==> config.mk <==
export PLATFORM = sky130hd
export DESIGN_NAME = spi_slave_buf
export DESIGN_NICKNAME = d
export VERILOG_FILES = /design/src/rtl/spi_slave_pkg.sv /design/src/rtl/spi_slave_sync.sv /design/src/rtl/spi_slave_shifter.sv /design/src/rtl/spi_slave_regs.sv /design/src/rtl/spi_slave_buf.sv
export SDC_FILE = /design/constraint.sdc
export NUM_CORES = 1
export LEC_CHECK = 0
export ABC_AREA = 1
export BUFFER_PORTS_ARGS = -buffer_cell sky130_fd_sc_hd__buf_2
export CAP_MARGIN = 20
export CORE_ASPECT_RATIO = 1.4
export CORE_MARGIN = 8
export CORE_UTILIZATION = 35
export CTS_BUF_LIST = sky130_fd_sc_hd__clkbuf_8
export DETAILED_ROUTE_END_ITERATION = 8
export PLACE_DENSITY_LB_ADDON = 0.08
export SLEW_MARGIN = 20
export SYNTH_ARGS = -nofsm -noshare
export SYNTH_HDL_FRONTEND = slang
export SYNTH_SLANG_ARGS = --single-unit
==> constraint.sdc <==
create_clock -name clk_i -period 5.02 [get_ports clk_i]
set_input_delay 0.251 -clock clk_i [delete_from_list [all_inputs] [get_ports clk_i]]
set_output_delay 0.251 -clock clk_i [all_outputs]
set_load 0.01 [all_outputs]
==> src/rtl/spi_slave_pkg.sv <==
package spi_slave_pkg;

    // Per-frame configuration, latched when the select falls.
    typedef struct packed {
        logic cpol;
        logic cpha;
        logic wide;
        logic lsb;
    } frame_cfg_t;

endpackage

==> src/rtl/spi_slave_sync.sv <==
module spi_slave_sync #(
    parameter int STAGES = 2
) (
    input  logic clk_i,
    input  logic rst_ni,
    input  logic sck_i,
    input  logic mosi_i,
    input  logic ss_ni,
    output logic sck_rise_o,
    output logic sck_fall_o,
    output logic mosi_o,
    output logic ss_act_o,
    output logic ss_start_o
);
    // Index STAGES-1 is the synchronized value, index STAGES the previous one.
    localparam int CL = STAGES + 1;

    typedef struct packed {
        logic [CL-1:0] sck;
        logic [CL-1:0] mosi;
        logic [CL-1:0] ss;
    } sync_t;

    sync_t q, d;

    always_comb begin
        d      = q;
        d.sck  = {q.sck[CL-2:0], sck_i};
        d.mosi = {q.mosi[CL-2:0], mosi_i};
        d.ss   = {q.ss[CL-2:0], ss_ni};
    end

    always_ff @(posedge clk_i or negedge rst_ni) begin
        if (!rst_ni) begin
            q.sck  <= '0;
            q.mosi <= '0;
            q.ss   <= '1;
        end else begin
            q <= d;
        end
    end

    assign sck_rise_o = q.sck[STAGES-1] & ~q.sck[STAGES];
    assign sck_fall_o = ~q.sck[STAGES-1] & q.sck[STAGES];
    assign mosi_o     = q.mosi[STAGES-1];
    assign ss_act_o   = ~q.ss[STAGES-1];
    assign ss_start_o = ~q.ss[STAGES-1] & q.ss[STAGES];

endmodule

==> src/rtl/spi_slave_shifter.sv <==
module spi_slave_shifter
    import spi_slave_pkg::*;
#(
    parameter int DW = 16,
    parameter int NW = 8
) (
    input  logic          clk_i,
    input  logic          rst_ni,
    input  frame_cfg_t    cfg_i,
    input  logic          sck_rise_i,
    input  logic          sck_fall_i,
    input  logic          mosi_i,
    input  logic          ss_act_i,
    input  logic          ss_start_i,
    input  logic [DW-1:0] tx_word_i,
    output logic          load_o,
    output logic          done_o,
    output logic [DW-1:0] rx_word_o,
    output logic          busy_o,
    output logic          miso_o,
    output logic          miso_oe_o
);
    localparam int CW = $clog2(DW + 1);
    localparam int IW = $clog2(DW);

    typedef struct packed {
        logic          active;
        logic          oe;
        frame_cfg_t    cfg;
        logic [DW-1:0] tx;
        logic [DW-1:0] rx;
        logic [CW-1:0] in_cnt;
        logic [CW-1:0] out_cnt;
        logic          miso;
    } shf_t;

    shf_t q, d;

    function automatic logic [IW-1:0] bit_idx(input logic [CW-1:0] c,
                                              input logic [CW-1:0] len,
                                              input logic          lsb);
        return lsb ? IW'(c) : IW'(len - CW'(1) - c);
    endfunction

    logic [CW-1:0] len_q;
    logic [CW-1:0] len_start;
    logic          lead, trail, out_ev, cap_ev;

    always_comb begin
        len_q     = q.cfg.wide ? CW'(DW) : CW'(NW);
        len_start = cfg_i.wide ? CW'(DW) : CW'(NW);
        lead      = q.cfg.cpol ? sck_fall_i : sck_rise_i;
        trail     = q.cfg.cpol ? sck_rise_i : sck_fall_i;
        out_ev    = q.cfg.cpha ? lead  : trail;
        cap_ev    = q.cfg.cpha ? trail : lead;

        d      = q;
        d.oe   = ss_act_i;
        load_o = 1'b0;
        done_o = 1'b0;

        if (ss_start_i) begin
            load_o    = 1'b1;
            d.active  = 1'b1;
            d.cfg     = cfg_i;
            d.tx      = tx_word_i;
            d.rx      = '0;
            d.in_cnt  = '0;
            if (!cfg_i.cpha) begin
                d.miso    = tx_word_i[bit_idx('0, len_start, cfg_i.lsb)];
                d.out_cnt = CW'(1);
            end else begin
                d.miso    = 1'b0;
                d.out_cnt = '0;
            end
        end else if (!ss_act_i) begin
            d.active = 1'b0;
        end else if (q.active) begin
            if (out_ev && (q.out_cnt < len_q)) begin
                d.miso    = q.tx[bit_idx(q.out_cnt, len_q, q.cfg.lsb)];
                d.out_cnt = q.out_cnt + CW'(1);
            end
            if (cap_ev) begin
                d.rx[bit_idx(q.in_cnt, len_q, q.cfg.lsb)] = mosi_i;
                if (q.in_cnt == len_q - CW'(1)) begin
                    done_o   = 1'b1;
                    d.active = 1'b0;
                end else begin
                    d.in_cnt = q.in_cnt + CW'(1);
                end
            end
        end
    end

    always_ff @(posedge clk_i or negedge rst_ni) begin
        if (!rst_ni) begin
            q <= '0;
        end else begin
            q <= d;
        end
    end

    assign rx_word_o = d.rx;
    assign busy_o    = q.active;
    assign miso_o    = q.miso;
    assign miso_oe_o = q.oe;

endmodule

==> src/rtl/spi_slave_regs.sv <==
module spi_slave_regs #(
    parameter int DW = 16
) (
    input  logic          clk_i,
    input  logic          rst_ni,
    input  logic          wr_en_i,
    input  logic [DW-1:0] wr_data_i,
    input  logic          rd_en_i,
    input  logic          load_i,
    input  logic          done_i,
    input  logic [DW-1:0] rx_word_i,
    output logic [DW-1:0] tx_word_o,
    output logic [DW-1:0] rd_data_o,
    output logic          txe_o,
    output logic          rxne_o,
    output logic          ovr_o
);
    typedef struct packed {
        logic [DW-1:0] tx_buf;
        logic [DW-1:0] rx_buf;
        logic          txe;
        logic          rxne;
        logic          ovr;
    } reg_t;

    reg_t q, d;

    always_comb begin
        d = q;
        if (load_i) begin
            d.txe = 1'b1;
        end
        if (wr_en_i) begin
            d.tx_buf = wr_data_i;
            d.txe    = 1'b0;
        end
        if (rd_en_i) begin
            d.rxne = 1'b0;
            d.ovr  = 1'b0;
        end
        if (done_i) begin
            if (q.rxne && !rd_en_i) begin
                d.ovr = 1'b1;
            end else begin
                d.rx_buf = rx_word_i;
                d.rxne   = 1'b1;
            end
        end
    end

    always_ff @(posedge clk_i or negedge rst_ni) begin
        if (!rst_ni) begin
            q     <= '0;
            q.txe <= 1'b1;
        end else begin
            q <= d;
        end
    end

    assign tx_word_o = q.txe ? '0 : q.tx_buf;
    assign rd_data_o = q.rx_buf;
    assign txe_o     = q.txe;
    assign rxne_o    = q.rxne;
    assign ovr_o     = q.ovr;

endmodule

==> src/rtl/spi_slave_buf.sv <==
module spi_slave_buf
    import spi_slave_pkg::*;
#(
    parameter int DW          = 16,
    parameter int NW          = 8,
    parameter int SYNC_STAGES = 2
) (
    input  logic          clk_i,
    input  logic          rst_ni,
    input  logic          cfg_cpol_i,
    input  logic          cfg_cpha_i,
    input  logic          cfg_wide_i,
    input  logic          cfg_lsb_first_i,
    input  logic          sck_i,
    input  logic          ss_ni,
    input  logic          mosi_i,
    output logic          miso_o,
    output logic          miso_oe_o,
    input  logic          wr_en_i,
    input  logic [DW-1:0] wr_data_i,
    input  logic          rd_en_i,
    output logic [DW-1:0] rd_data_o,
    output logic          txe_o,
    output logic          rxne_o,
    output logic          ovr_o,
    output logic          busy_o
);
    frame_cfg_t    cfg;
    logic          sck_rise, sck_fall, mosi_s, ss_act, ss_start;
    logic          load, done;
    logic [DW-1:0] tx_word, rx_word;

    assign cfg = '{cpol: cfg_cpol_i, cpha: cfg_cpha_i,
                   wide: cfg_wide_i, lsb: cfg_lsb_first_i};

    spi_slave_sync #(.STAGES(SYNC_STAGES)) u_sync (
        .clk_i      (clk_i),
        .rst_ni     (rst_ni),
        .sck_i      (sck_i),
        .mosi_i     (mosi_i),
        .ss_ni      (ss_ni),
        .sck_rise_o (sck_rise),
        .sck_fall_o (sck_fall),
        .mosi_o     (mosi_s),
        .ss_act_o   (ss_act),
        .ss_start_o (ss_start)
    );

    spi_slave_shifter #(.DW(DW), .NW(NW)) u_shf (
        .clk_i      (clk_i),
        .rst_ni     (rst_ni),
        .cfg_i      (cfg),
        .sck_rise_i (sck_rise),
        .sck_fall_i (sck_fall),
        .mosi_i     (mosi_s),
        .ss_act_i   (ss_act),
        .ss_start_i (ss_start),
        .tx_word_i  (tx_word),
        .load_o     (load),
        .done_o     (done),
        .rx_word_o  (rx_word),
        .busy_o     (busy_o),
        .miso_o     (miso_o),
        .miso_oe_o  (miso_oe_o)
    );

    spi_slave_regs #(.DW(DW)) u_regs (
        .clk_i     (clk_i),
        .rst_ni    (rst_ni),
        .wr_en_i   (wr_en_i),
        .wr_data_i (wr_data_i),
        .rd_en_i   (rd_en_i),
        .load_i    (load),
        .done_i    (done),
        .rx_word_i (rx_word),
        .tx_word_o (tx_word),
        .rd_data_o (rd_data_o),
        .txe_o     (txe_o),
        .rxne_o    (rxne_o),
        .ovr_o     (ovr_o)
    );

endmodule

# After elaboration in Yosys (flattened, before gate mapping)
# Cells that the tools add are included.
# totals
register_bits	92
out_inout_bits	22
word_cells	92
# op_classes
n_addsub	6
order_cmp	5
n_eq_ne	3
muxes	41
bitwise_logic	7
reduce_logical	11
# ops
op	count
27-bit 2-to-1 mux	3
1-bit 2-to-1 mux	22
21-bit 2-to-1 mux	1
16-bit bitwise mux	1
16-bit 2-to-1 mux	1
4-bit 2-to-1 mux	4
4-bit by 5-bit < comparator with 1-bit output, second input constant	3
5-bit by 1-bit adder with 5-bit output, second input constant	2
5-bit 2-to-1 mux	2
1-bit binary-select mux with 4-bit select	2
2-bit nonzero test	4
4-bit subtractor	2
2-bit 2-to-1 mux	3
6-bit 2-to-1 mux	1
5-bit equality test	1
5-bit < comparator	1
5-bit by 1-bit subtractor with 5-bit output, second input constant	1
1-bit demux with 4-bit select	1
4-bit by 1-bit greater-or-equal comparator with 1-bit output, second input constant	1
2-bit inequality test, second input constant	2
1-bit NOT	4
4-bit AND reduction	1
4-bit by 1-bit subtractor with 4-bit output, second input constant	1
1-bit bitwise AND	3
other kinds (4)	6

# Depth between registers and ports, before layout
# Gate-level depths: netlist of run 1.
# depth
depth_word	13
depth_mapped	11
ltp_nobuf	11

# Cells and area by module
# A second synthesis of run 1 with hierarchy kept.
# hier_totals
hier_cells	539
hier_area_um2	4490.6
# modules_own_cells
module	instances	cells_per_inst	area_per_inst_um2	seq_area_each_um2
spi_slave_shifter	1	343	2693.8	1226.2
spi_slave_regs	1	181	1566.5	877.1
spi_slave_sync	1	15	230.2	203.9

# Least setup slack after synthesis of run 1
# OpenSTA, ideal clock, no wires.
# synth_timing
path_type	reg-to-reg
from	register u_shf.q[7] in the netlist's numbering
to	register u_regs.q, in the netlist u_regs.rd_data_o[10]
t_arrival_ps	1524
t_required_ps	4901
path_slack_ps	3377
stages_incl_launch_ff	11
n_path_buf	1
period_less_slack_ps	1643
cell_sequence	dfrtp_1 -> ha_1 -> nand2_1 -> nand3b_1 -> inv_1 -> nand2_2 -> nor2_8 -> inv_2 -> buf_6 -> nand2_1 -> nand2_1
# synth_between
elab_chain_len	11
elab_cells_between_ends	19
# synth_lines
item	line	rtl
start, declared	spi_slave_shifter.sv:37	shf_t q, d;
start signal, assigned	spi_slave_shifter.sv:97	q <= '0;
start signal, assigned	spi_slave_shifter.sv:99	q <= d;
4-bit subtractor	spi_slave_shifter.sv:42	return lsb ? IW'(c) : IW'(len - CW'(1) - c);
4-bit 2-to-1 mux	spi_slave_shifter.sv:42	
4-bit by 5-bit < comparator with 1-bit output (implied by the code) or 4-bit by 1-bit greater-or-equal comparator with 1-bit output (tied branches)	spi_slave_shifter.sv:84	d.rx[bit_idx(q.in_cnt, len_q, q.cfg.lsb)] = mosi_i;
1-bit logical AND (implied by the code)	spi_slave_shifter.sv:84	
1-bit 2-to-1 mux (implied by the code)	spi_slave_shifter.sv:84	
1-bit demux with 4-bit select	-	
16-bit bitwise mux	spi_slave_shifter.sv:84	
21-bit 2-to-1 mux	spi_slave_shifter.sv:83	if (cap_ev) begin
27-bit 2-to-1 mux	spi_slave_shifter.sv:78	end else if (q.active) begin
27-bit 2-to-1 mux	spi_slave_shifter.sv:76	end else if (!ss_act_i) begin
27-bit 2-to-1 mux	spi_slave_shifter.sv:62	if (ss_start_i) begin
end, declared	spi_slave_regs.sv:26	reg_t q, d;
# Parallel ways exist; a longest one is shown, timed or not. The select of a mux whose other input is x is not followed.
# A chain may end at the register's enable or synchronous reset.

# Final worst setup path of run 1
# layout_timing
from	register u_sync.q[2] in the netlist's numbering
to	register u_shf.q, in the netlist u_shf.miso_o
# layout_between
elab_chain_len	3
elab_cells_between_ends	6
# layout_lines
item	line	rtl
start, declared	spi_slave_sync.sv:24	sync_t q, d;
1-bit bitwise AND (*)	spi_slave_sync.sv:47	assign ss_start_o = ~q.ss[STAGES-1] & q.ss[STAGES];
2-bit inequality test (no source line) or 2-bit nonzero test (tied branches)	-	
3-bit AND reduction (no source line)	-	
# Mark *: on every way between the ends. The rest lies on a longest branch, timed or not.

==> metrics.log, run 1 <==
INFO  metric netlist_instances = about 500
INFO  metric seq_power_share = 0.529
INFO  metric critical_path.endpoint_type = flip-flop
INFO  metric relative_slew_slack = 0.582
INFO  metric setup-violations-final = 0
INFO  metric clock_power_share = 0.307
INFO  metric ctsHoldBuffers = 4
INFO  metric pwr-share-comb = 0.165
INFO  metric finalCriticalPeriod = between 2000 and 2500 ps
INFO  metric core-area = ~12,000 sq um
INFO  metric crit_fanout = 43
INFO  metric worst_r2r_startpoint = u_sync.q[2]$_DFF_PN1_
INFO  metric syn_nets = around 540
INFO  metric fin_setup_tns = 0 ps
INFO  metric cts.sink_count = roughly 90
INFO  metric clk_pin_slew = ~90 ps
INFO  metric report.final.hold_viol_count = 0
INFO  metric drt_drc_violations_left = 0
INFO  metric detailedRoute.firstIterationViolations = roughly 150
INFO  metric synth_top_cell_by_area = sky130_fd_sc_hd__dfrtp_1
INFO  metric intPower = between 1 and 1.5 mW
INFO  metric skew = around 18 ps
INFO  metric layout.cells.most_common_list = sky130_fd_sc_hd__nand2_1, sky130_fd_sc_hd__dfrtp_1, sky130_fd_sc_hd__inv_1
INFO  metric crit_start = u_sync.q[2]$_DFF_PN1_
INFO  metric nets = 573
INFO  metric critical_path_class = flip-flop to flip-flop
INFO  metric die_h = around 150 um
INFO  metric antenna_violations_before_repair = 0
INFO  metric drt_first_pass_iters = 4
INFO  metric ys_dominant_reg_cell = sky130_fd_sc_hd__dfrtp_1
INFO  metric wire_length_of_the_first_global_routing_pass = approximately 16,000 um
INFO  metric io-pin-count = 49
INFO  metric layout-area-overhead-vs-synth = 10.4%
INFO  metric power.density_cell_area = ~330 nW/um^2
INFO  metric yosysUniqueCellTypes = 39
INFO  metric r2r-end = u_shf.miso_o$_DFFE_PN0P_
INFO  metric synth_top_area_share = 0.498
INFO  metric cts_made_buffers = 9
INFO  metric globalplace.congestion = about 0.86
INFO  metric final_layout_size_suffix_gt1_frac = 0.156
INFO  metric layout_commonest_cell = sky130_fd_sc_hd__nand2_1
INFO  metric worstSetupStartpointType = flip-flop
INFO  metric grt_start_max_net_pins = 50
INFO  metric maxCapViolations = 0
INFO  metric netlist_top_cells_area = sky130_fd_sc_hd__dfrtp_1, sky130_fd_sc_hd__nand2_1, sky130_fd_sc_hd__nand3_1
INFO  metric n_antenna_cell = 0
INFO  metric worst_ir_drop_vdd = around 0.00014 V
INFO  metric setup.reg_to_reg.worst_slack = 2810 ps
INFO  metric number_of_synthesized_flops_with_an_enable_pin = 0
INFO  metric post-cts-setup-buffer-count = 0
INFO  metric ctsRootBufferMaster = sky130_fd_sc_hd__clkbuf_8
INFO  metric globalRouteOverflowTotal = 0
INFO  metric ctsHtreeMaxLevel = 3
INFO  metric dieArea = about 17,000 sq um
INFO  metric die_x = between 100 and 150 um
INFO  metric total_power = between 1.5 and 2 mW
INFO  metric cts-root-to-sink-buffers = 2
INFO  metric synth-async-reset-ratio = 1.00
INFO  metric via_count_of_the_first_global_routing_pass = roughly 3,400
INFO  metric synth_area = approximately 4400 sq um
INFO  metric netSwitchingPower = approximately 470 uW
INFO  metric synth-seq-cells = 92
INFO  metric rr_worst_depth = 7
INFO  metric cts.repair.resized = 0
INFO  metric floorplan.initialDensity = 0.359
INFO  metric detail_route.wl_per_cell = ~14 um
INFO  metric final_min_period_over_clock_period = 0.439
INFO  metric max_clock_freq = about 450 MHz
INFO  metric min_path_type = primary input to flip-flop
INFO  metric netSwitchingFraction = 0.297
INFO  metric detail_route.wirelength = roughly 9600 um
INFO  metric yosysSeqAreaShare = 0.521
INFO  metric cts_tree = done
INFO  metric via_count = 3,372
INFO  metric status = finished, final reports clean
INFO  metric ant_nets_after_route = 0
INFO  metric avgViaCountPerCell = roughly 4.8
INFO  metric gr-usage-all-layers = 0.120
INFO  metric grt_setup_unrepaired = false
INFO  metric p_leak = roughly 2.5 nW
INFO  metric port_buffers = between 40 and 50
INFO  metric endpoint = u_shf.miso_o$_DFFE_PN0P_
INFO  metric worst_path_arrival = roughly 2500 ps
INFO  metric dp_hpwl = 6830 um
INFO  metric insertion_delay = ~360 ps
INFO  metric number_of_warnings_issued_by_yosys = 0
INFO  metric post_syn_area_per_cell = between 8 and 9 sq um
INFO  metric drv_slew = 0
INFO  metric fillers = between 1,000 and 1,500
INFO  metric worst-slew-pin-transition = ~630 ps
INFO  metric std_cell_rows = 48
INFO  metric crit_required = about 5300 ps
-- Yosys cell counts (2+ instances only) --
library cell and n:
sky130_fd_sc_hd__ha_1 4, sky130_fd_sc_hd__o21bai_1 2, sky130_fd_sc_hd__inv_2 4, sky130_fd_sc_hd__nor2_2 3, sky130_fd_sc_hd__xor2_1 3, sky130_fd_sc_hd__a21oi_1 7
sky130_fd_sc_hd__nor3_4 3, sky130_fd_sc_hd__a211oi_1 2, sky130_fd_sc_hd__dfstp_2 4, sky130_fd_sc_hd__buf_4 16, sky130_fd_sc_hd__buf_6 3, sky130_fd_sc_hd__nand2_1 143
sky130_fd_sc_hd__nand3_1 50, sky130_fd_sc_hd__nor2_1 12, sky130_fd_sc_hd__o31ai_1 14, sky130_fd_sc_hd__nand4_1 17, sky130_fd_sc_hd__and3_1 16, sky130_fd_sc_hd__dfrtp_1 88
sky130_fd_sc_hd__o21ai_0 28, sky130_fd_sc_hd__o21ai_2 2, sky130_fd_sc_hd__clkbuf_1 12, sky130_fd_sc_hd__inv_1 60
-- cell type report --
type,count,area (sq um),area share
clock inverters,5,46.3,0.00948
well taps,150,188,0.0384
multi-input cells,321,1670,0.342
clock buffers,10,138,0.0282
repair buffers,54,298,0.0609
flip-flops and latches,92,2310,0.472
inverters,64,240,0.0492
-- worst max-delay path, cell delays in order, from the launching register on --
cell	delay, ps
sky130_fd_sc_hd__dfstp_2	550
sky130_fd_sc_hd__inv_1	50
sky130_fd_sc_hd__nor2_2	280
sky130_fd_sc_hd__inv_2	270
sky130_fd_sc_hd__buf_4	340
sky130_fd_sc_hd__nand2_1	330
sky130_fd_sc_hd__o21a_1	180
sky130_fd_sc_hd__a21oi_1	70
-- through the flow --
| step | cells | utilization | hold WS, ps | instance area [sq um] | setup WS [ps] |
|---|---|---|---|---|---|
| 2_1_floorplan | 510 | - | -44.6 | 4420 | 3380 |
| 3_3_place_gp | 677 | 0.379 | 304 | 4660 | 2900 |
| 3_5_place_dp | 677 | 0.379 | 301 | 4660 | 2830 |
| 4_1_cts | 696 | 0.397 | 30.2 | 4890 | 2800 |
| 5_1_grt | 696 | 0.397 | 34.9 | 4890 | 2570 |
| 6_report | 696 | 0.397 | 49.3 | 4890 | 2810 |
-- logic make-up (layout without fill, tap and decap cells) --
group / count (synthesis) / in the layout / synth area share
AND/OR/NAND/NOR: 250 / 250 / 0.265
XOR/XNOR: 5 / 5 / 0.0141
multiplexers: 1 / 1 / 0.00255
adder cells (fa/ha/maj): 4 / 4 / 0.0113
buffers and inverters: 97 / 133 / 0.101
flip-flops: 92 / 92 / 0.521
AO/OA/AOI/OAI: 61 / 61 / 0.0843
-- worst min path at each step --
stage            start                      end  slack, ps  cells after the start
6_report       rd_en_i   u_regs.ovr_o$_DFF_PN0_         50                      2
5_1_grt        rd_en_i   u_regs.ovr_o$_DFF_PN0_         30                      2
4_1_cts        rd_en_i   u_regs.ovr_o$_DFF_PN0_         30                      2
3_5_place_dp    rst_ni   u_regs.ovr_o$_DFF_PN0_        300                      1
3_3_place_gp    rst_ni  u_regs.rxne_o$_DFF_PN0_        300                      1
2_1_floorplan   rst_ni   u_regs.ovr_o$_DFF_PN0_        -40                      0
-- sequential cells by signal, summed over array words and instances (netlist names) --
name and cells:
u_regs.ovr_o 1, u_regs.q 16, u_regs.rd_data_o 16, u_regs.rxne_o 1, u_regs.txe_o 1, u_shf.busy_o 1, u_shf.miso_o 1, u_shf.miso_oe_o 1
u_shf.q 46, u_sync.d 5, u_sync.mosi_o 1, u_sync.q 2
-- per-layer routing --
layer,part of all wire,wire length (um),global-route usage,vias up
met3,0.033,318,0.0314,15
li1,-,-,-,1708
met1,0.45,4280,0.135,1597
met5,0,0,0,-
met2,0.50,4810,0.211,52
met4,0.020,195,0.0502,0
-- power by group through the flow --
stage | registers (mW) | logic [mW] | clock network [mW]
2_1_floorplan | 0.843 | 0.198 | 0
3_3_place_gp | 0.860 | 0.262 | 0
3_5_place_dp | 0.860 | 0.266 | 0
4_1_cts | 0.846 | 0.269 | 0.512
5_1_grt | 0.854 | 0.309 | 0.536
6_report | 0.845 | 0.263 | 0.490
No activity file was read; power rests on OpenSTA's default activity.
==> run 2: changes to the inputs <==
--- a/config.mk
+++ b/config.mk
@@ -5,7 +5,7 @@
 export SDC_FILE = /design/constraint.sdc
 export NUM_CORES = 1
 export LEC_CHECK = 0
-export ABC_AREA = 1
+export ABC_AREA = 0
 export BUFFER_PORTS_ARGS = -buffer_cell sky130_fd_sc_hd__buf_2
 export CAP_MARGIN = 20
 export CORE_ASPECT_RATIO = 1.4
==> constraint.sdc (replaced) <==
create_clock -name clk_i -period 2 [get_ports clk_i]
set_input_delay 0.1 -clock clk_i [delete_from_list [all_inputs] [get_ports clk_i]]
set_output_delay 0.1 -clock clk_i [all_outputs]
set_load 0.01 [all_outputs]
==> metrics.log, run 2 <==
INFO  metric core-area = 12,800 sq um (+4.1%)
INFO  metric yosysSeqAreaShare = 0.504 (-0.0178)
INFO  metric detail_route.wirelength = 10,200 um (+6.6%)
INFO  metric synth-async-reset-ratio = 1.00 (unchanged)
INFO  metric fin_setup_tns = 0 ps (unchanged)
INFO  metric registers.top_by_ff_count = u_shf.q
INFO  metric layoutNonFillerInstCount = 649 (-6.8%)
INFO  metric drt_first_pass_iters = 4 (unchanged)
INFO  metric worst_path_arrival = 2160 ps (-290 ps)
INFO  metric multiInputGateArea = 2080 sq um (+25%)
INFO  metric io-pin-count = 49 (unchanged)
INFO  metric gr-usage-all-layers = 0.127 (+0.00680)
INFO  metric worst_r2r_startpoint = u_shf.q[45]$_DFFE_PN0P_
INFO  metric std_cell_rows = 49 (+2.1%)
INFO  metric synth_top_area_share = 0.481 (-0.0170)
INFO  metric layout_commonest_cell = sky130_fd_sc_hd__dfrtp_1
INFO  metric number_of_flip_flops_in_the_largest_register = 46 (unchanged)
INFO  metric grt_start_max_net_pins = 44 (-12%)
INFO  metric ys_dominant_reg_cell = sky130_fd_sc_hd__dfrtp_1
INFO  metric detail_route.wl_per_cell = 15.8 um (+14%)
INFO  metric syn_nets = 456 (-16%)
INFO  metric post_syn_area_per_cell = 10.8 sq um (+24%)
INFO  metric number_of_warnings_issued_by_yosys = 0 (unchanged)
INFO  metric drv_slew = 0 (unchanged)
INFO  metric detailedRoute.firstIterationViolations = 56 (-62%)
INFO  metric clk_pin_slew = 90 ps (about the same)
INFO  metric finalCriticalPeriod = 1920 ps (-283 ps)
INFO  metric cts_made_buffers = 9 (unchanged)
INFO  metric report.final.hold_viol_count = 0 (unchanged)
INFO  metric dpl_worst_slack = 63.4 ps (-2770 ps)
INFO  metric yosysMostFrequentCell = sky130_fd_sc_hd__dfrtp_1
INFO  metric worst_ir_drop_vdd = 0.000289 V (+110%)
INFO  metric worst-slew-pin-transition = 768 ps (+141 ps)
INFO  metric number_of_synthesized_flops_with_an_enable_pin = 0 (unchanged)
INFO  metric setup-violations-final = 0 (unchanged)
INFO  metric wire_length_of_the_first_global_routing_pass = 17,000 um (+4.2%)
INFO  metric dieArea = 17,100 sq um (+3.1%)
INFO  metric nets = 522 (-8.9%)
INFO  metric antenna_violations_before_repair = 0 (unchanged)
INFO  metric power.density_cell_area = 743 nW/um^2 (+130%)
INFO  metric total_power = 4.08 mW (+160%)
INFO  metric fillers = 1,253 (+0.080%)
INFO  metric crit_required = 2240 ps (-3030 ps)
INFO  metric synth_area = 4580 sq um (+3.5%)
INFO  metric min-delay-start = wr_en_i
INFO  metric floorplan.initialDensity = 0.357 (-0.00186)
INFO  metric cts_tree = done
INFO  metric insertion_delay = 370 ps (about the same)
INFO  metric synthTopCellsByCount = sky130_fd_sc_hd__dfrtp_1, sky130_fd_sc_hd__nand2_1, sky130_fd_sc_hd__nor2_1
INFO  metric maxCapViolations = 0 (unchanged)
INFO  metric cts.sink_count = 92 (unchanged)
INFO  metric via_count = 3,233 (-4.1%)
INFO  metric p_leak = 2.47 nW (-3.0%)
INFO  metric critical_path_class = flip-flop to flip-flop
INFO  metric synth-seq-cells = 92 (unchanged)
INFO  metric min_path_type = primary input to flip-flop
INFO  metric yosysUniqueCellTypes = 51 (+31%)
INFO  metric critical_path.endpoint_type = flip-flop
INFO  metric globalRouteOverflowTotal = 0 (unchanged)
INFO  metric die_h = 151 um (+1.6%)
INFO  metric placedCellCount = 607 (-10%)
INFO  metric status = finished, final reports clean
INFO  metric layout.cells.most_common_list = sky130_fd_sc_hd__dfrtp_1, sky130_fd_sc_hd__nand2_1, sky130_fd_sc_hd__buf_2
INFO  metric layout-area-overhead-vs-synth = 20.0%
INFO  metric ant_nets_after_route = 0 (unchanged)
INFO  metric skew = 12.2 ps (-6.09 ps)
INFO  metric final_core_utilization = 0.429 (+0.0320)
INFO  metric ctsHtreeMaxLevel = 3 (unchanged)
INFO  metric port_buffers = 48 (unchanged)
INFO  metric netlist_instances = 425 (-17%)
INFO  metric crit_start = u_shf.q[45]$_DFFE_PN0P_
INFO  metric relative_slew_slack = 0.486 (-0.0959)
INFO  metric final_layout_size_suffix_gt1_frac = 0.286 (+0.131)
INFO  metric synth_top_cell_by_area = sky130_fd_sc_hd__dfrtp_1
INFO  metric dp_hpwl = 7420 um (+8.6%)
INFO  metric final.setup.worst_slack = 77.4 ps (-2740 ps)
INFO  metric drt_drc_violations_left = 0 (unchanged)
INFO  metric n_antenna_cell = 0 (unchanged)
INFO  metric ctsRootBufferMaster = sky130_fd_sc_hd__clkbuf_8
INFO  metric crit_fanout = 6 (-86%)
INFO  metric max_clock_freq = 520 MHz (+15%)
INFO  metric cts-root-to-sink-buffers = 2 (unchanged)
INFO  metric grt_setup_unrepaired = true
INFO  metric avgViaCountPerCell = 4.98 (+2.8%)
INFO  metric netlist_top_cells_area = sky130_fd_sc_hd__dfrtp_1, sky130_fd_sc_hd__mux2i_1, sky130_fd_sc_hd__mux2_2
INFO  metric via_count_of_the_first_global_routing_pass = 3,449 (+2.1%)
INFO  metric die_x = 113 um (+1.5%)
INFO  metric globalplace.congestion = 0.879 (+2.7%)
INFO  metric seq_area = 2310 sq um (about the same)
INFO  metric worstSetupStartpointType = flip-flop
INFO  metric final_min_period_over_clock_period = 0.961 (+0.522)
[run 2: cells by family (layout without fill, tap and decap cells)]
family,Yosys count,in the layout,synth area share
and+or+nand+nor,166,166,0.199
adders and majority gates,4,4,0.0109
AOI/OAI and AO/OA,54,54,0.0822
muxes,59,60,0.139
buffers and inverters,48,118,0.0576
xor gates and xnor gates,2,2,0.00710
DFF,92,92,0.504
[run 2: report_power, final]
group	internal (mW)	leakage [nW]	switching (mW)
sequential	1.98	1.12	0.105
clock	0.639	0.107	0.674
combinational	0.318	1.24	0.366
[run 2: layer usage]
layer  share of wire  vias up  track usage
met5               0        -            0
met4           0.021        0       0.0589
met3           0.033       15       0.0267
met2            0.54       55        0.237
met1            0.41     1563        0.133
li1                -     1600            -
[run 2: stage by stage]
step	hold slack, ps	area (sq um)
after floorplan	-196	4580
after global placement	141	4970
after detailed placement	148	4970
after CTS	129	5430
after global routing	178	5500
final	138	5500
[run 2: timing repair]
| action | in CTS | in global routing |
|---|---|---|
| buffers inserted | 0 | 0 |
| gates resized for setup | 0 | 9 |
| setup endpoints to repair | 0 | 16 |
| hold endpoints to repair | 60 | 0 |
| hold buffers | 25 | 0 |
[run 2: path summary, 6_finish.rpt]
kind                                             to  slack [ps]  cells after the start
hold / removal             u_regs.txe_o$_DFFE_PN1P_         140                      2
hold reg to reg             u_sync.mosi_o$_DFF_PN0_         360                      0
max in group asynchronous   u_shf.q[31]$_DFFE_PN0P_        1070                      3
setup / recovery              u_shf.q[12]$_DFF_PN0_          80                      5
min in group asynchronous     u_shf.q[21]$_DFF_PN0_         270                      2
setup reg to reg              u_shf.q[12]$_DFF_PN0_          80                      5
[run 2: cell type report]
cell class,count,share of cell area
Sequential cell,92,0.420
Multi-Input combinational cell,286,0.379
Timing Repair Buffer,95,0.124
Tap cell,153,0.0348
Clock buffer,11,0.0276
Clock inverter,5,0.00934
Inverter,7,0.00478
[run 2: critical path, stage by stage (launching register included)]
cell and delay (ps):
sky130_fd_sc_hd__dfrtp_2 450, sky130_fd_sc_hd__xor2_4 250, sky130_fd_sc_hd__mux2_4 390, sky130_fd_sc_hd__nor4_2 340, sky130_fd_sc_hd__mux2i_1 300, sky130_fd_sc_hd__nor2_1 70
==> run 3: changes to the inputs <==
--- a/config.mk
+++ b/config.mk
@@ -8,11 +8,11 @@
 export ABC_AREA = 0
 export BUFFER_PORTS_ARGS = -buffer_cell sky130_fd_sc_hd__buf_2
 export CAP_MARGIN = 20
-export CORE_ASPECT_RATIO = 1.4
 export CORE_MARGIN = 8
 export CORE_UTILIZATION = 35
 export CTS_BUF_LIST = sky130_fd_sc_hd__clkbuf_8
 export DETAILED_ROUTE_END_ITERATION = 8
+export GPL_TIMING_DRIVEN = 0
 export PLACE_DENSITY_LB_ADDON = 0.08
 export SLEW_MARGIN = 20
 export SYNTH_ARGS = -nofsm -noshare
==> metrics.log, run 3 (synthesis gave the netlist of run 2 again) <==
INFO  metric status = finished, final reports clean
INFO  metric worst_path_arrival = 2230 ps (+70 ps)
INFO  metric final_layout_size_suffix_gt1_frac = 0.328 (+0.0420)
INFO  metric core-area = 13,000 sq um (+1.7%)
INFO  metric skew = 7.06 ps (-5.12 ps)
INFO  metric floorplan.initialDensity = 0.351 (-0.00601)
INFO  metric final_core_utilization = 0.445 (+0.0159)
INFO  metric cts_made_buffers = 9 (unchanged)
INFO  metric rr_worst_depth = 6 (+1)
INFO  metric ctsRootBufferMaster = sky130_fd_sc_hd__clkbuf_8
INFO  metric r2r-end = u_regs.rd_data_o[4]$_DFFE_PN0P_
INFO  metric layout_commonest_cell = sky130_fd_sc_hd__dfrtp_1
INFO  metric layout-area-overhead-vs-synth = 26.6%
INFO  metric total_power = 4.03 mW (-1.3%)
INFO  metric via_count_of_the_first_global_routing_pass = 3,327 (-3.5%)
INFO  metric power.density_cell_area = 695 nW/um^2 (-6.5%)
INFO  metric cts-root-to-sink-buffers = 2 (unchanged)
INFO  metric clk_pin_slew = 90 ps (about the same)
INFO  metric path_cells = xor2_2, mux2_4, buf_12, nor4_4, mux2i_2, a21oi_1
INFO  metric crit_fanout = 10 (+4)
INFO  metric worst_r2r_startpoint = u_shf.q[46]$_DFFE_PN0P_
INFO  metric antenna_violations_before_repair = 0 (unchanged)
INFO  metric globalplace.congestion = 0.784 (-11%)
INFO  metric worst_ir_drop_vdd = 0.000398 V (+38%)
INFO  metric die_h = 130 um (-14%)
INFO  metric number_of_flip_flops_in_the_largest_register = 46 (unchanged)
INFO  metric multiInputGateArea = 2180 sq um (+4.6%)
INFO  metric pwr-share-comb = 0.186 (+0.018)
INFO  metric insertion_delay = 380 ps (about the same)
INFO  metric clock_power_share = 0.297 (-0.024)
INFO  metric port_buffers = 47 (-2.1%)
INFO  metric setup-violations-final = 0 (unchanged)
INFO  metric timing.critical_path.max_delay_family = multiplexers
INFO  metric ant_nets_after_route = 0 (unchanged)
INFO  metric critical_path.max_stage_delay = 410 ps (-40 ps)
INFO  metric p_leak = 2.56 nW (+3.8%)
INFO  metric setup.reg_to_reg.worst_slack = 30 ps (-50 ps)
INFO  metric ctsHtreeMaxLevel = 3 (unchanged)
INFO  metric grt_setup_unrepaired = true
INFO  metric intPower = 2.82 mW (-4.0%)
INFO  metric std_cell_rows = 42 (-14%)
INFO  metric drt_first_pass_iters = 4 (unchanged)
INFO  metric seq_area = 2310 sq um (unchanged)
INFO  metric fillers = 1,274 (+1.7%)
INFO  metric seq_power_share = 0.517 (+0.006)
INFO  metric n_antenna_cell = 0 (unchanged)
INFO  metric report.final.hold_viol_count = 0 (unchanged)
INFO  metric detailedRoute.firstIterationViolations = 218 (+290%)
INFO  metric min_path_type = primary input to async pin
INFO  metric detail_route.wl_per_cell = 14.7 um (-6.7%)
INFO  metric nets = 550 (+5.4%)
INFO  metric worst-path-buf-inv = 1 (+1)
INFO  metric registers.top_by_ff_count = u_shf.q
INFO  metric netSwitchingFraction = 0.300 (+0.0196)
INFO  metric critical_path_class = flip-flop to flip-flop
INFO  metric drt_drc_violations_left = 0 (unchanged)
INFO  metric dp_hpwl = 7360 um (-0.71%)
INFO  metric finalCriticalPeriod = 1970 ps (+48.5 ps)
INFO  metric dieArea = 17,000 sq um (-0.30%)
INFO  metric relative_slew_slack = 0.581 (+0.0949)
INFO  metric worstSetupStartpointType = flip-flop
INFO  metric avgViaCountPerCell = 4.77 (-4.3%)
INFO  metric gr-usage-all-layers = 0.128 (+0.00135)
INFO  metric grt_start_max_net_pins = 50 (+14%)
INFO  metric die_x = 130 um (+16%)
INFO  metric via_count = 3,337 (+3.2%)
INFO  metric worst-slew-pin-transition = 627 ps (-141 ps)
INFO  metric maxCapViolations = 0 (unchanged)
INFO  metric drv_slew = 0 (unchanged)
INFO  metric critical_path.endpoint_type = flip-flop
INFO  metric globalRouteOverflowTotal = 0 (unchanged)
INFO  metric wire_length_of_the_first_global_routing_pass = 16,800 um (-0.81%)
INFO  metric final_min_period_over_clock_period = 0.986 (+0.0242)
INFO  metric cts_tree = done
INFO  metric netSwitchingPower = 1.21 mW (+5.6%)
INFO  metric critPathSlowestCell = sky130_fd_sc_hd__dfrtp_1
INFO  metric max_clock_freq = 507 MHz (-2.5%)
INFO  metric layout.cells.most_common_list = sky130_fd_sc_hd__dfrtp_1, sky130_fd_sc_hd__nand2_1, sky130_fd_sc_hd__buf_2
INFO  metric cts.sink_count = 92 (unchanged)
INFO  metric io-pin-count = 49 (unchanged)
INFO  metric detail_route.wirelength = 10,300 um (+0.61%)
INFO  metric crit_required = 2260 ps (+20 ps)
==> run 3: timing repair <==
action	CTS	global route
endpoints found under the setup margin	27	27
setup buffers	6	5
pin swaps	4	6
hold endpoints to repair	67	0
hold buffers	25	0
resized for setup	18	37
==> run 3: worst register-to-register path, stage by stage (launching register included) <==
cell                      delay (ps)
sky130_fd_sc_hd__dfrtp_1         410
sky130_fd_sc_hd__xor2_2          230
sky130_fd_sc_hd__mux2_4          340
sky130_fd_sc_hd__buf_12          160
sky130_fd_sc_hd__nor4_4          320
sky130_fd_sc_hd__mux2i_2         290
sky130_fd_sc_hd__a21oi_1         100
==> run 3: stage by stage <==
step	std cells	TNS (ps)	setup WS [ps]	cell area [sq um]	hold WS (ps)
global placement	648	-12810	-138	5040	207
finish	700	0	28.9	5800	212
CTS	696	0	6.59	5650	195
floorplan	425	0	58.9	4580	-196
detailed placement	649	-2540	-151	5070	61.8
global route	700	-688	-80.4	5800	220
==> run 3: layout make-up <==
| cell class | count | share of cell area |
|---|---|---|
| Sequential cell | 92 | 0.398 |
| Multi-Input combinational cell | 285 | 0.376 |
| Timing Repair Buffer | 83 | 0.103 |
| Buffer | 41 | 0.0483 |
| Tap cell | 176 | 0.0380 |
| Clock buffer | 10 | 0.0237 |
| Clock inverter | 6 | 0.00820 |
| Inverter | 7 | 0.00453 |
==> run 3: worst max-delay path by stage <==
stage	slack, ps	end	cells after the start	from
finish	30	u_regs.rd_data_o[4]$_DFFE_PN0P_	6	u_shf.q[46]$_DFFE_PN0P_
detailed placement	-150	u_regs.rd_data_o[4]$_DFFE_PN0P_	6	u_sync.d[2]$_DFF_PN1_
CTS	7	u_shf.q[16]$_DFF_PN0_	6	u_shf.q[45]$_DFFE_PN0P_
floorplan	60	u_regs.rd_data_o[1]$_DFFE_PN0P_	6	u_shf.q[46]$_DFFE_PN0P_
global route	-80	u_shf.q[17]$_DFF_PN0_	7	u_shf.q[46]$_DFFE_PN0P_
global placement	-140	u_regs.rd_data_o[6]$_DFFE_PN0P_	6	u_shf.q[46]$_DFFE_PN0P_
==> run 3: power by group through the flow <==
stage,registers [mW],clock network [mW],logic (mW)
4_1_cts,2.08,1.25,0.707
3_3_place_gp,2.11,0,0.600
5_1_grt,2.10,1.30,0.826
2_1_floorplan,2.09,0,0.429
3_5_place_dp,2.11,0,0.612
6_report,2.08,1.20,0.751
==> run 3: layer usage <==
| metal | GRT usage | up-vias | part of all wire |
|---|---|---|---|
| li1 | - | 1665 | - |
| met1 | 0.185 | 1607 | 0.53 |
| met2 | 0.178 | 53 | 0.42 |
| met3 | 0.0296 | 12 | 0.038 |
| met4 | 0.0567 | 0 | 0.019 |
| met5 | 0 | - | 0 |
